### src/rtl/rtc_port_pkg.sv
package rtc_port_pkg;

  typedef enum logic [1:0] {
    PORT_STD_IDX = 2'd0,
    PORT_STD_DAT = 2'd1,
    PORT_EXT_IDX = 2'd2,
    PORT_EXT_DAT = 2'd3
  } port_sel_e;

  // where the held read value comes from
  typedef enum logic [1:0] {
    RSRC_IMM = 2'd0,
    RSRC_STD = 2'd1,
    RSRC_EXT = 2'd2
  } rd_src_e;

  // which flop-based value is captured for an immediate read
  typedef enum logic [2:0] {
    IMM_STD_IDX = 3'd0,
    IMM_EXT_IDX = 3'd1,
    IMM_ONES    = 3'd2,
    IMM_TIME    = 3'd3,
    IMM_CTRL    = 3'd4
  } imm_sel_e;

endpackage

### src/rtl/rtc_bank_ram.sv
module rtc_bank_ram #(
  parameter int ADDR_W = 7,
  parameter int DATA_W = 8
) (
  input  logic              clk,
  input  logic              wr_en,
  input  logic              rd_en,
  input  logic [ADDR_W-1:0] addr,
  input  logic [DATA_W-1:0] wdata,
  output logic [DATA_W-1:0] rdata
);
  localparam int DEPTH = 1 << ADDR_W;

  logic [DATA_W-1:0] mem [DEPTH];
  logic [DATA_W-1:0] q;

  // storage array: no reset, single port, synchronous read
  always_ff @(posedge clk) begin
    if (wr_en) begin
      mem[addr] <= wdata;
    end
    if (rd_en) begin
      q <= mem[addr];
    end
  end

  assign rdata = q;

endmodule

### src/rtl/rtc_ctrl_regs.sv
module rtc_ctrl_regs #(
  parameter int DATA_W = 8,
  parameter int FLAG_W = 4,
  parameter int SEL_W  = 2
) (
  input  logic              clk,
  input  logic              rst_n,
  input  logic              wr_en,
  input  logic [SEL_W-1:0]  wr_sel,
  input  logic [SEL_W-1:0]  rd_sel,
  input  logic [DATA_W-1:0] wdata,
  input  logic              tk_busy,
  input  logic [FLAG_W-1:0] tk_flags,
  input  logic              tk_valid,
  output logic [DATA_W-1:0] rd_val,
  output logic [DATA_W-2:0] cfg_a,
  output logic [DATA_W-1:0] cfg_b,
  output logic [DATA_W-2:0] cfg_d
);
  localparam logic [SEL_W-1:0] SEL_A = SEL_W'(0);
  localparam logic [SEL_W-1:0] SEL_B = SEL_W'(1);
  localparam logic [SEL_W-1:0] SEL_C = SEL_W'(2);
  localparam logic [SEL_W-1:0] SEL_D = SEL_W'(3);

  logic [DATA_W-2:0] a_q, a_d;
  logic [DATA_W-1:0] b_q, b_d;
  logic [DATA_W-2:0] d_q, d_d;
  logic              a_en, b_en, d_en;

  // next state; register C has no storage, so a write there is lost
  always_comb begin
    a_en = wr_en && (wr_sel == SEL_A);
    b_en = wr_en && (wr_sel == SEL_B);
    d_en = wr_en && (wr_sel == SEL_D);
    a_d  = wdata[DATA_W-2:0];
    b_d  = wdata;
    d_d  = wdata[DATA_W-2:0];
  end

  always_ff @(posedge clk or negedge rst_n) begin
    if (!rst_n) begin
      a_q <= '0;
      b_q <= '0;
      d_q <= '0;
    end else begin
      if (a_en) a_q <= a_d;
      if (b_en) b_q <= b_d;
      if (d_en) d_q <= d_d;
    end
  end

  always_comb begin
    unique case (rd_sel)
      SEL_A:   rd_val = {tk_busy, a_q};
      SEL_B:   rd_val = b_q;
      SEL_C:   rd_val = {tk_flags, {(DATA_W-FLAG_W){1'b0}}};
      default: rd_val = {tk_valid, d_q};
    endcase
  end

  assign cfg_a = a_q;
  assign cfg_b = b_q;
  assign cfg_d = d_q;

endmodule

### src/rtl/rtc_port_decode.sv
module rtc_port_decode
  import rtc_port_pkg::*;
#(
  parameter int ADDR_W = 7,
  parameter int DATA_W = 8,
  parameter int TIME_N = 10,
  parameter int CTRL_N = 4,
  parameter int CSEL_W = 2
) (
  input  logic              clk,
  input  logic              rst_n,
  input  logic [1:0]        io_addr,
  input  logic              io_wr,
  input  logic              io_rd,
  input  logic [DATA_W-1:0] io_wdata,
  input  logic              clk_en,
  input  logic              tk_busy,
  output logic [ADDR_W-1:0] std_idx,
  output logic [ADDR_W-1:0] ext_idx,
  output logic              std_ram_we,
  output logic              std_ram_re,
  output logic              ext_ram_we,
  output logic              ext_ram_re,
  output logic              time_we,
  output logic              ctrl_we,
  output logic [CSEL_W-1:0] ctrl_sel,
  output logic              rd_load,
  output rd_src_e           rd_src_nxt,
  output imm_sel_e          imm_sel_nxt
);
  localparam int GP_BASE = TIME_N + CTRL_N;
  localparam logic [ADDR_W-1:0] TIME_END = ADDR_W'(TIME_N);
  localparam logic [ADDR_W-1:0] GP_START = ADDR_W'(GP_BASE);

  logic [ADDR_W-1:0] std_idx_q, ext_idx_q;
  logic              std_idx_en, ext_idx_en;
  logic              sel_std_dat, sel_ext_dat;
  logic              in_time, in_ctrl, in_gp;

  always_comb begin
    std_idx_en  = io_wr && (io_addr == PORT_STD_IDX);
    ext_idx_en  = io_wr && (io_addr == PORT_EXT_IDX);
    sel_std_dat = (io_addr == PORT_STD_DAT);
    sel_ext_dat = (io_addr == PORT_EXT_DAT);
    in_time     = (std_idx_q < TIME_END);
    in_ctrl     = !in_time && (std_idx_q < GP_START);
    in_gp       = !in_time && !in_ctrl;
  end

  always_ff @(posedge clk or negedge rst_n) begin
    if (!rst_n) begin
      std_idx_q <= '0;
      ext_idx_q <= '0;
    end else begin
      if (std_idx_en) std_idx_q <= io_wdata[ADDR_W-1:0];
      if (ext_idx_en) ext_idx_q <= io_wdata[ADDR_W-1:0];
    end
  end

  // write steering: standard data is gated by the enable, time bytes by the update
  always_comb begin
    std_ram_we = io_wr && sel_std_dat && clk_en && in_gp;
    std_ram_re = io_rd && sel_std_dat && clk_en && in_gp;
    ext_ram_we = io_wr && sel_ext_dat;
    ext_ram_re = io_rd && sel_ext_dat;
    time_we    = io_wr && sel_std_dat && clk_en && in_time && !tk_busy;
    ctrl_we    = io_wr && sel_std_dat && clk_en && in_ctrl;
    ctrl_sel   = CSEL_W'(std_idx_q - TIME_END);
  end

  // read steering
  always_comb begin
    rd_load     = io_rd;
    rd_src_nxt  = RSRC_IMM;
    imm_sel_nxt = IMM_STD_IDX;
    unique case (io_addr)
      PORT_STD_IDX: imm_sel_nxt = IMM_STD_IDX;
      PORT_EXT_IDX: imm_sel_nxt = IMM_EXT_IDX;
      PORT_EXT_DAT: rd_src_nxt  = RSRC_EXT;
      default: begin
        if (!clk_en)      imm_sel_nxt = IMM_ONES;
        else if (in_time) imm_sel_nxt = IMM_TIME;
        else if (in_ctrl) imm_sel_nxt = IMM_CTRL;
        else              rd_src_nxt  = RSRC_STD;
      end
    endcase
  end

  assign std_idx = std_idx_q;
  assign ext_idx = ext_idx_q;

endmodule

### src/rtl/rtc_bank_port.sv
module rtc_bank_port
  import rtc_port_pkg::*;
#(
  parameter int ADDR_W = 7,
  parameter int DATA_W = 8,
  parameter int TIME_N = 10,
  parameter int CTRL_N = 4,
  parameter int FLAG_W = 4,
  parameter int TSEL_W = $clog2(TIME_N)
) (
  input  logic                     clk,
  input  logic                     rst_n,
  input  logic [1:0]               io_addr,
  input  logic                     io_wr,
  input  logic                     io_rd,
  input  logic [DATA_W-1:0]        io_wdata,
  output logic [DATA_W-1:0]        io_rdata,
  input  logic                     clk_en,
  input  logic [TIME_N*DATA_W-1:0] tk_time,
  input  logic                     tk_busy,
  input  logic [FLAG_W-1:0]        tk_flags,
  input  logic                     tk_valid,
  output logic                     tk_wr_en,
  output logic [TSEL_W-1:0]        tk_wr_sel,
  output logic [DATA_W-1:0]        tk_wr_data,
  output logic [DATA_W-2:0]        cfg_a,
  output logic [DATA_W-1:0]        cfg_b,
  output logic [DATA_W-2:0]        cfg_d
);
  localparam int CSEL_W = $clog2(CTRL_N);

  logic [ADDR_W-1:0] std_idx, ext_idx;
  logic              std_ram_we, std_ram_re, ext_ram_we, ext_ram_re;
  logic              time_we, ctrl_we, rd_load;
  logic [CSEL_W-1:0] ctrl_sel;
  rd_src_e           rd_src_nxt, rd_src_q;
  imm_sel_e          imm_sel_nxt;
  logic [DATA_W-1:0] std_q, ext_q, ctrl_val, time_byte;
  logic [DATA_W-1:0] imm_d, imm_q;
  logic [DATA_W-1:0] time_bytes [TIME_N];

  generate
    for (genvar gi = 0; gi < TIME_N; gi++) begin : g_time_split
      assign time_bytes[gi] = tk_time[gi*DATA_W +: DATA_W];
    end
  endgenerate

  rtc_port_decode #(
    .ADDR_W(ADDR_W), .DATA_W(DATA_W), .TIME_N(TIME_N),
    .CTRL_N(CTRL_N), .CSEL_W(CSEL_W)
  ) decode_i (
    .clk        (clk),
    .rst_n      (rst_n),
    .io_addr    (io_addr),
    .io_wr      (io_wr),
    .io_rd      (io_rd),
    .io_wdata   (io_wdata),
    .clk_en     (clk_en),
    .tk_busy    (tk_busy),
    .std_idx    (std_idx),
    .ext_idx    (ext_idx),
    .std_ram_we (std_ram_we),
    .std_ram_re (std_ram_re),
    .ext_ram_we (ext_ram_we),
    .ext_ram_re (ext_ram_re),
    .time_we    (time_we),
    .ctrl_we    (ctrl_we),
    .ctrl_sel   (ctrl_sel),
    .rd_load    (rd_load),
    .rd_src_nxt (rd_src_nxt),
    .imm_sel_nxt(imm_sel_nxt)
  );

  rtc_ctrl_regs #(
    .DATA_W(DATA_W), .FLAG_W(FLAG_W), .SEL_W(CSEL_W)
  ) ctrl_i (
    .clk     (clk),
    .rst_n   (rst_n),
    .wr_en   (ctrl_we),
    .wr_sel  (ctrl_sel),
    .rd_sel  (ctrl_sel),
    .wdata   (io_wdata),
    .tk_busy (tk_busy),
    .tk_flags(tk_flags),
    .tk_valid(tk_valid),
    .rd_val  (ctrl_val),
    .cfg_a   (cfg_a),
    .cfg_b   (cfg_b),
    .cfg_d   (cfg_d)
  );

  rtc_bank_ram #(.ADDR_W(ADDR_W), .DATA_W(DATA_W)) std_ram_i (
    .clk  (clk),
    .wr_en(std_ram_we),
    .rd_en(std_ram_re),
    .addr (std_idx),
    .wdata(io_wdata),
    .rdata(std_q)
  );

  rtc_bank_ram #(.ADDR_W(ADDR_W), .DATA_W(DATA_W)) ext_ram_i (
    .clk  (clk),
    .wr_en(ext_ram_we),
    .rd_en(ext_ram_re),
    .addr (ext_idx),
    .wdata(io_wdata),
    .rdata(ext_q)
  );

  // time byte pick; only offsets below TIME_N ever reach this path
  always_comb begin
    time_byte = '0;
    for (int i = 0; i < TIME_N; i++) begin
      if (std_idx == ADDR_W'(i)) time_byte = time_bytes[i];
    end
  end

  always_comb begin
    unique case (imm_sel_nxt)
      IMM_STD_IDX: imm_d = DATA_W'(std_idx);
      IMM_EXT_IDX: imm_d = DATA_W'(ext_idx);
      IMM_ONES:    imm_d = '1;
      IMM_TIME:    imm_d = time_byte;
      default:     imm_d = ctrl_val;
    endcase
  end

  always_ff @(posedge clk or negedge rst_n) begin
    if (!rst_n) begin
      rd_src_q <= RSRC_IMM;
      imm_q    <= '0;
    end else if (rd_load) begin
      rd_src_q <= rd_src_nxt;
      imm_q    <= imm_d;
    end
  end

  always_comb begin
    unique case (rd_src_q)
      RSRC_STD: io_rdata = std_q;
      RSRC_EXT: io_rdata = ext_q;
      default:  io_rdata = imm_q;
    endcase
  end

  assign tk_wr_en   = time_we;
  assign tk_wr_sel  = std_idx[TSEL_W-1:0];
  assign tk_wr_data = io_wdata;

endmodule

### config.mk
export PLATFORM = sky130hd
export DESIGN_NAME = rtc_bank_port
export DESIGN_NICKNAME = d
export VERILOG_FILES = /design/src/rtl/rtc_port_pkg.sv /design/src/rtl/rtc_bank_ram.sv /design/src/rtl/rtc_ctrl_regs.sv /design/src/rtl/rtc_port_decode.sv /design/src/rtl/rtc_bank_port.sv
export SDC_FILE = /design/constraint.sdc
export NUM_CORES = 2
export LEC_CHECK = 0
export BUFFER_PORTS_ARGS = -buffer_cell sky130_fd_sc_hd__buf_2
export CORE_MARGIN = 2
export CORE_UTILIZATION = 40
export DETAILED_ROUTE_END_ITERATION = 6
export HOLD_SLACK_MARGIN = 0.02
export SLEW_MARGIN = 30
export SYNTH_ARGS = -nofsm -noshare
export SYNTH_HDL_FRONTEND = slang
export SYNTH_SLANG_ARGS = --single-unit
### constraint.sdc
create_clock -name clk -period 4.2 [get_ports clk]
set_input_delay 0.63 -clock clk [delete_from_list [all_inputs] [get_ports clk]]
set_output_delay 0.63 -clock clk [all_outputs]
set_load 0.05 [all_outputs]
## After elaboration in Yosys (flattened, before gate mapping)

Memory sizes are Yosys's and may differ from the RTL's. A register that Yosys moved wholly into a read port is not among the register bits.
Cells that the tools add are included.

- Add/subtract/negate cells: 1
- Reduce and logical (&&, ||, !) cells: 27
- Muxes and demuxes: 25
- Eq/ne operators: 20
- Magnitude comparators: 2

Operator list:

| kind | count |
|---|---|
| 8-bit 2-to-1 mux | 10 |
| 8-bit case mux with 4 select lines | 1 |
| 7-bit by 3-bit == test with 1-bit output (second input constant) | 4 |
| 8-bit case mux with 3 select lines | 1 |
| 1-bit logical AND | 18 |
| 8-bit case mux with 2 select lines | 1 |
| 7-bit by 2-bit == test with 1-bit output (second input constant) | 2 |
| 7-bit by 4-bit == test with 1-bit output (second input constant) | 2 |
| 7-bit by 4-bit < comparator with 1-bit output (second input constant) | 2 |
| 2-bit == test (second input constant) | 5 |
| 3-bit 2-to-1 mux | 3 |
| 7-bit by 1-bit == test with 1-bit output (second input constant) | 1 |
| 7-bit logical NOT | 1 |
| 2-bit by 1-bit == test with 1-bit output (second input constant) | 3 |
| 3-bit by 2-bit == test with 1-bit output (second input constant) | 2 |
| 3-bit case mux with 2 select lines | 1 |
| 1-bit 2-to-1 mux | 5 |
| 2-bit logical NOT | 2 |
| 2-bit 2-to-1 mux | 2 |
| 2-bit case mux with 2 select lines | 1 |
| 2-bit OR reduction | 2 |
| 3-bit by 1-bit == test with 1-bit output (second input constant) | 1 |
| 1-bit logical NOT | 3 |
| 3-bit logical NOT | 1 |
| 2-bit subtractor (second input constant) | 1 |

- Memories: 2
- Word-level logic and storage cells: 84
- RAM bits: 2,048
- Input port bits: 101
- Output and inout port bits: 43
- Bits in registers: 46

Memory list:

| name | words | width | read ports | clocked after Yosys merged registers in | write ports | line | RTL |
|---|---|---|---|---|---|---|---|
| ext_ram_i.mem | 128 | 8 | 1 | 1 | 1 | rtc_bank_ram.sv:14 | `logic [DATA_W-1:0] mem [DEPTH];` |
| std_ram_i.mem | 128 | 8 | 1 | 1 | 1 | rtc_bank_ram.sv:14 |  |

## Longest topological paths before layout

- Depth in word-level cells: 12
- Mapped depth: 12
- Gate-level depth less buffers: 6

## Modules after synthesis

From an unflattened synthesis, not the netlist that was laid out.

- Cell total of the unflattened synthesis: 5,313
- Area total of the unflattened synthesis: 84,522.3 µm²

By module, submodules not included:

| module | seq. area each (µm²) | cells each | instances | area an instance (µm²) |
|---|---|---|---|---|
| rtc_bank_ram | 30,989.7 | 2,475 | 2 | 40,513.9 |
| rtc_bank_port | 250.2 | 242 | 1 | 1,781.7 |
| rtc_ctrl_regs | 550.5 | 65 | 1 | 1,031.0 |
| rtc_port_decode | 350.3 | 56 | 1 | 681.9 |

## Worst setup path after synthesis

Ideal clock, no wire load.

- Path type: in2out
- From: input port io_addr[1]
- To: output port tk_wr_en
- Cell stages on the path: 4
- Buffers on the path: 1
- Arrival: 2.239 ns
- Setup slack: 1.331 ns
- Required time: 3.570 ns
- Cell sequence: clkbuf_1 > and3b_1 > nand2_1 > nor3_1

- Longest elaborated chain between the ends: 5

RTL lines:

| item | line | RTL |
|---|---|---|
| start, declared | rtc_bank_port.sv:13 | `input logic [1:0] io_addr,` |
| 2-bit by 1-bit == test with 1-bit output | rtc_port_decode.sv:43 | `sel_std_dat = (io_addr == PORT_STD_DAT);` |
| 1-bit logical AND (4 in a row) | rtc_port_decode.sv:66 | `time_we = io_wr && sel_std_dat && clk_en && in_time && !tk_busy;` |
| end, declared | rtc_bank_port.sv:23 | `output logic tk_wr_en,` |

Every way passes these cells.

==> impl_metrics.csv <==
group,metric,value,unit
yosys,synth_area,83500,sq um
worst_setup_path,rr_endpoint,"ext_ram_i.rdata[6]$_DFFE_PP_",
power,p_per_area,511,nW/um^2
place,placed_area,90700,sq um
place,place_ws,0.436,ns
timing,hold-worst-slack,0.187,ns
grt,grt_pass1_vias,46400,
yosys,synthArstFlopShare,2.18,%
yosys,yosysSeqAreaShare,75.6,%
die,fp.dieH,461,microns
clock_network,clkLatencyLatePin,0.87,ns
yosys,syn-instance-count,4389,
timing,fin_crit,3.79,ns
grt,gr-usage-all-layers,23.5,%
finish,design_area,97500,sq um
worst_setup_path,critPathKind,"flop to flop",
clock_network,h-tree-depth,4,
worst_setup_path,startpoint_type,"flop",
die,design.portCount,144,
grt,grt_pass1_wl,354000,microns
worst_setup_path,r2r-start,"decode_i.ext_idx[0]$_DFFE_PN0P_",
route,wl_per_cell,31.2,microns
grt,grt_max_degree,157,
timing,slew_viol_final,0,
place,place.gp.congestion,0.943,
die,die_area,212000,sq um
worst_setup_path,reg2reg_slack,0.41,ns
timing,tns,0,ns
job,max_cap_viol_count,0,
power,netSwitchingFraction,26.6,%
worst_setup_path,cp-end-kind,"flop",
power,p_switching,0.0132,W
die,num_rows,167,
clock_network,clkSinkCount,2110,
power,p_seq_share,47.4,%
timing,fmax,0.264,GHz
clock_network,cts_made_buffers,206,
hold_path,min_to,"imm_q[7]$_DFFE_PN0P_",
power,p_leak,31.8,nW
finish,drive_above_1_share,27.4,%
route,drc,0,
clock_network,cts_tree,"built",
finish,mostFrequentLayoutCell,"edfxtp_1",
worst_setup_path,worstPathRequired,4.79,ns
power,p_int,0.0366,W
route,vias,47200,
finish,fill_cells,17500,
yosys,syn_area_per_cell,19.0,sq um
yosys,yosys_warnings,0,
power,p_comb_share,15.4,%
clock_network,cts_buffer_depth,3,
route,ant_nets,0,
yosys,synth-edff-count,2064,
die,coreArea,207000,sq um
worst_setup_path,cp.arrival,4.38,ns
route,drtPass1Iterations,5,
timing,finalSetupViolCount,0,
clock_network,clkSlewWorstSetupHoldPaths,0.07,ns
timing,fin_crit_sh,90.3,%
yosys,ys.flop_type,"edfxtp_1",
timing,tightestPinTransition,1.08,ns
timing,rsz0062_at_grt,"false",
timing,relSlewSlack,27.2,%
yosys,synth_cell_types,77,
clock_network,cts_root_buf,"clkbuf_16",
clock_network,cts_resized,0,
route,routed_wl,250000,microns
grt,grt_overflow_total,0,
finish,area_growth,16.8,%
place,hpwlAfterDp,162000,microns
route,drtIter0Drc,6633,
timing,final_hold_viol_count,0,
hold_path,hold_path_class,"input port to flop",
die,die_w,461,microns
status,status,"finished, final reports clean",
worst_setup_path,cp_max_fo,31,
grt,antenna_found_initial,15,
finish,mostFrequentLayoutCells,"edfxtp_1, buf_4, mux4_2",
worst_setup_path,reg2reg_depth,6,
timing,fin_ws,0.409,ns
finish,nNetsFinal,5134,
yosys,synth-seq-cells,2110,
die,initial_core_util,40.3,%
timing,skew,0.0424,ns
route,viasPerCell,5.89,
hold_path,worstHoldPathCells,3,
place,port_buffers,143,
hold_path,hold_path.startpoint,"io_rd",
power,pwr-share-clk,37.3,%
power,vdd_drop_max,444,uV
per-layer routing:
layer / track usage [%] / wire, microns / part of all wire (%)
met5: 0 / 13 / 0.0052
met4: 10.8 / 12600 / 5.0
met3: 4.34 / 21600 / 8.6
met2: 37.6 / 120000 / 48
met1: 31.2 / 96400 / 39
Yosys cell counts (8+ instances only):
library cell / instances / area share (%)
a211oi_1: 8 / 0.072
a21oi_1: 78 / 0.47
a221o_1: 8 / 0.096
a221oi_1: 151 / 1.6
a22o_1: 20 / 0.21
a22oi_1: 141 / 1.3
a31oi_1: 25 / 0.19
and2_1: 10 / 0.075
and3_1: 16 / 0.12
buf_1: 16 / 0.072
buf_2: 112 / 0.67
buf_4: 45 / 0.40
buf_6: 23 / 0.31
clkbuf_1: 100 / 0.45
dfrtp_1: 46 / 1.4
edfxtp_1: 2064 / 74
inv_1: 9 / 0.040
mux2_2: 110 / 1.5
mux2i_1: 172 / 2.1
mux4_2: 348 / 9.4
nand2_1: 180 / 0.81
nand2b_1: 17 / 0.13
nand3_1: 23 / 0.14
nand4_1: 8 / 0.060
nor2_1: 326 / 1.5
nor2b_1: 22 / 0.16
nor3_1: 15 / 0.090
o211ai_1: 11 / 0.099
o21ai_0: 81 / 0.49
o221ai_1: 22 / 0.23
o22a_1: 18 / 0.19
o22ai_1: 60 / 0.45
how the worst max path moves through the flow:
stage | from | endpoint | cells after the start
detailed placement | decode_i.ext_idx[0]$_DFFE_PN0P_ | ext_ram_i.rdata[6]$_DFFE_PP_ | 7
finish | decode_i.ext_idx[0]$_DFFE_PN0P_ | ext_ram_i.rdata[6]$_DFFE_PP_ | 6
global route | decode_i.ext_idx[0]$_DFFE_PN0P_ | ext_ram_i.rdata[6]$_DFFE_PP_ | 7
global placement | decode_i.std_idx[0]$_DFFE_PN0P_ | imm_q[7]$_DFFE_PN0P_ | 8
CTS | decode_i.ext_idx[0]$_DFFE_PN0P_ | ext_ram_i.rdata[6]$_DFFE_PP_ | 6
floorplan | io_addr[1] | tk_wr_en | 4
per-stage QoR:
step / std cells / total power, W / utilization, %
3_3_place_gp: 7608 / 0.0316 / 43.7
2_1_floorplan: 4500 / 0.0282 / -
5_1_grt: 8004 / 0.0512 / 47.0
6_report: 8012 / 0.0499 / 47.0
4_1_cts: 7993 / 0.0501 / 47.0
3_5_place_dp: 7610 / 0.0317 / 43.8
power by group through the flow:
stage / Clock [W] / Sequential [W] / Combinational (W)
after floorplan: 0 / 0.0238 / 0.00439
after global placement: 0 / 0.0241 / 0.00755
after detailed placement: 0 / 0.0241 / 0.00761
after CTS: 0.0188 / 0.0236 / 0.00763
after global routing: 0.0196 / 0.0236 / 0.00795
final: 0.0186 / 0.0236 / 0.00767
repair_timing:
action / 4_1_cts / 5_1_grt
setup buffers: 0 / 0
setup endpoints to repair: 0 / 0
hold buffers: 1 / 0
hold endpoints to repair: 34 / 0
state kept, by name (all words and copies together), names as in the netlist:
| signal | cells |
|---|---|
| ctrl_i.cfg_a | 7 |
| ctrl_i.cfg_b | 8 |
| ctrl_i.cfg_d | 7 |
| decode_i.ext_idx | 7 |
| decode_i.std_idx | 7 |
| ext_ram_i.mem | 1024 |
| ext_ram_i.rdata | 8 |
| imm_q | 8 |
| rd_src_q | 2 |
| std_ram_i.mem | 1024 |
| std_ram_i.rdata | 8 |
layout make-up:
| class | count | area, sq um | area share (%) |
|---|---|---|---|
| antenna | 19 | 47.5 | 0.0488 |
| clock buffer | 245 | 5390 | 5.52 |
| clock inverter | 137 | 1330 | 1.37 |
| inverter | 13 | 48.8 | 0.0500 |
| multi-input combinational | 2081 | 19200 | 19.7 |
| sequential | 2110 | 63200 | 64.8 |
| tap | 2788 | 3490 | 3.58 |
| timing repair buffer | 619 | 4820 | 4.94 |
worst max-delay path: stages, from the launching register on:
cell and delay, ns:
dfrtp_4 0.81, nand2b_1 0.88, o22ai_1 0.23, a211oi_1 0.58
o22ai_1 0.28, nor4_1 0.57, nand4b_1 0.16
cell families (layout without fill, tap and decap cells):
| logic type | Yosys count | count (layout) | share of synthesized area [%] |
|---|---|---|---|
| AO/OA/AOI/OAI | 676 | 676 | 5.92 |
| XOR/XNOR | 1 | 1 | 0.0105 |
| adder cells (fa/ha/maj) | 2 | 2 | 0.0300 |
| buffers and inverters | 309 | 1014 | 1.97 |
| flip-flops | 2110 | 2110 | 75.6 |
| multiplexers | 635 | 635 | 13.0 |
| other | 1 | 131 | 0.00449 |
| AND/OR/NAND/NOR | 655 | 655 | 3.39 |
No activity file was read; power rests on OpenSTA's default activity.
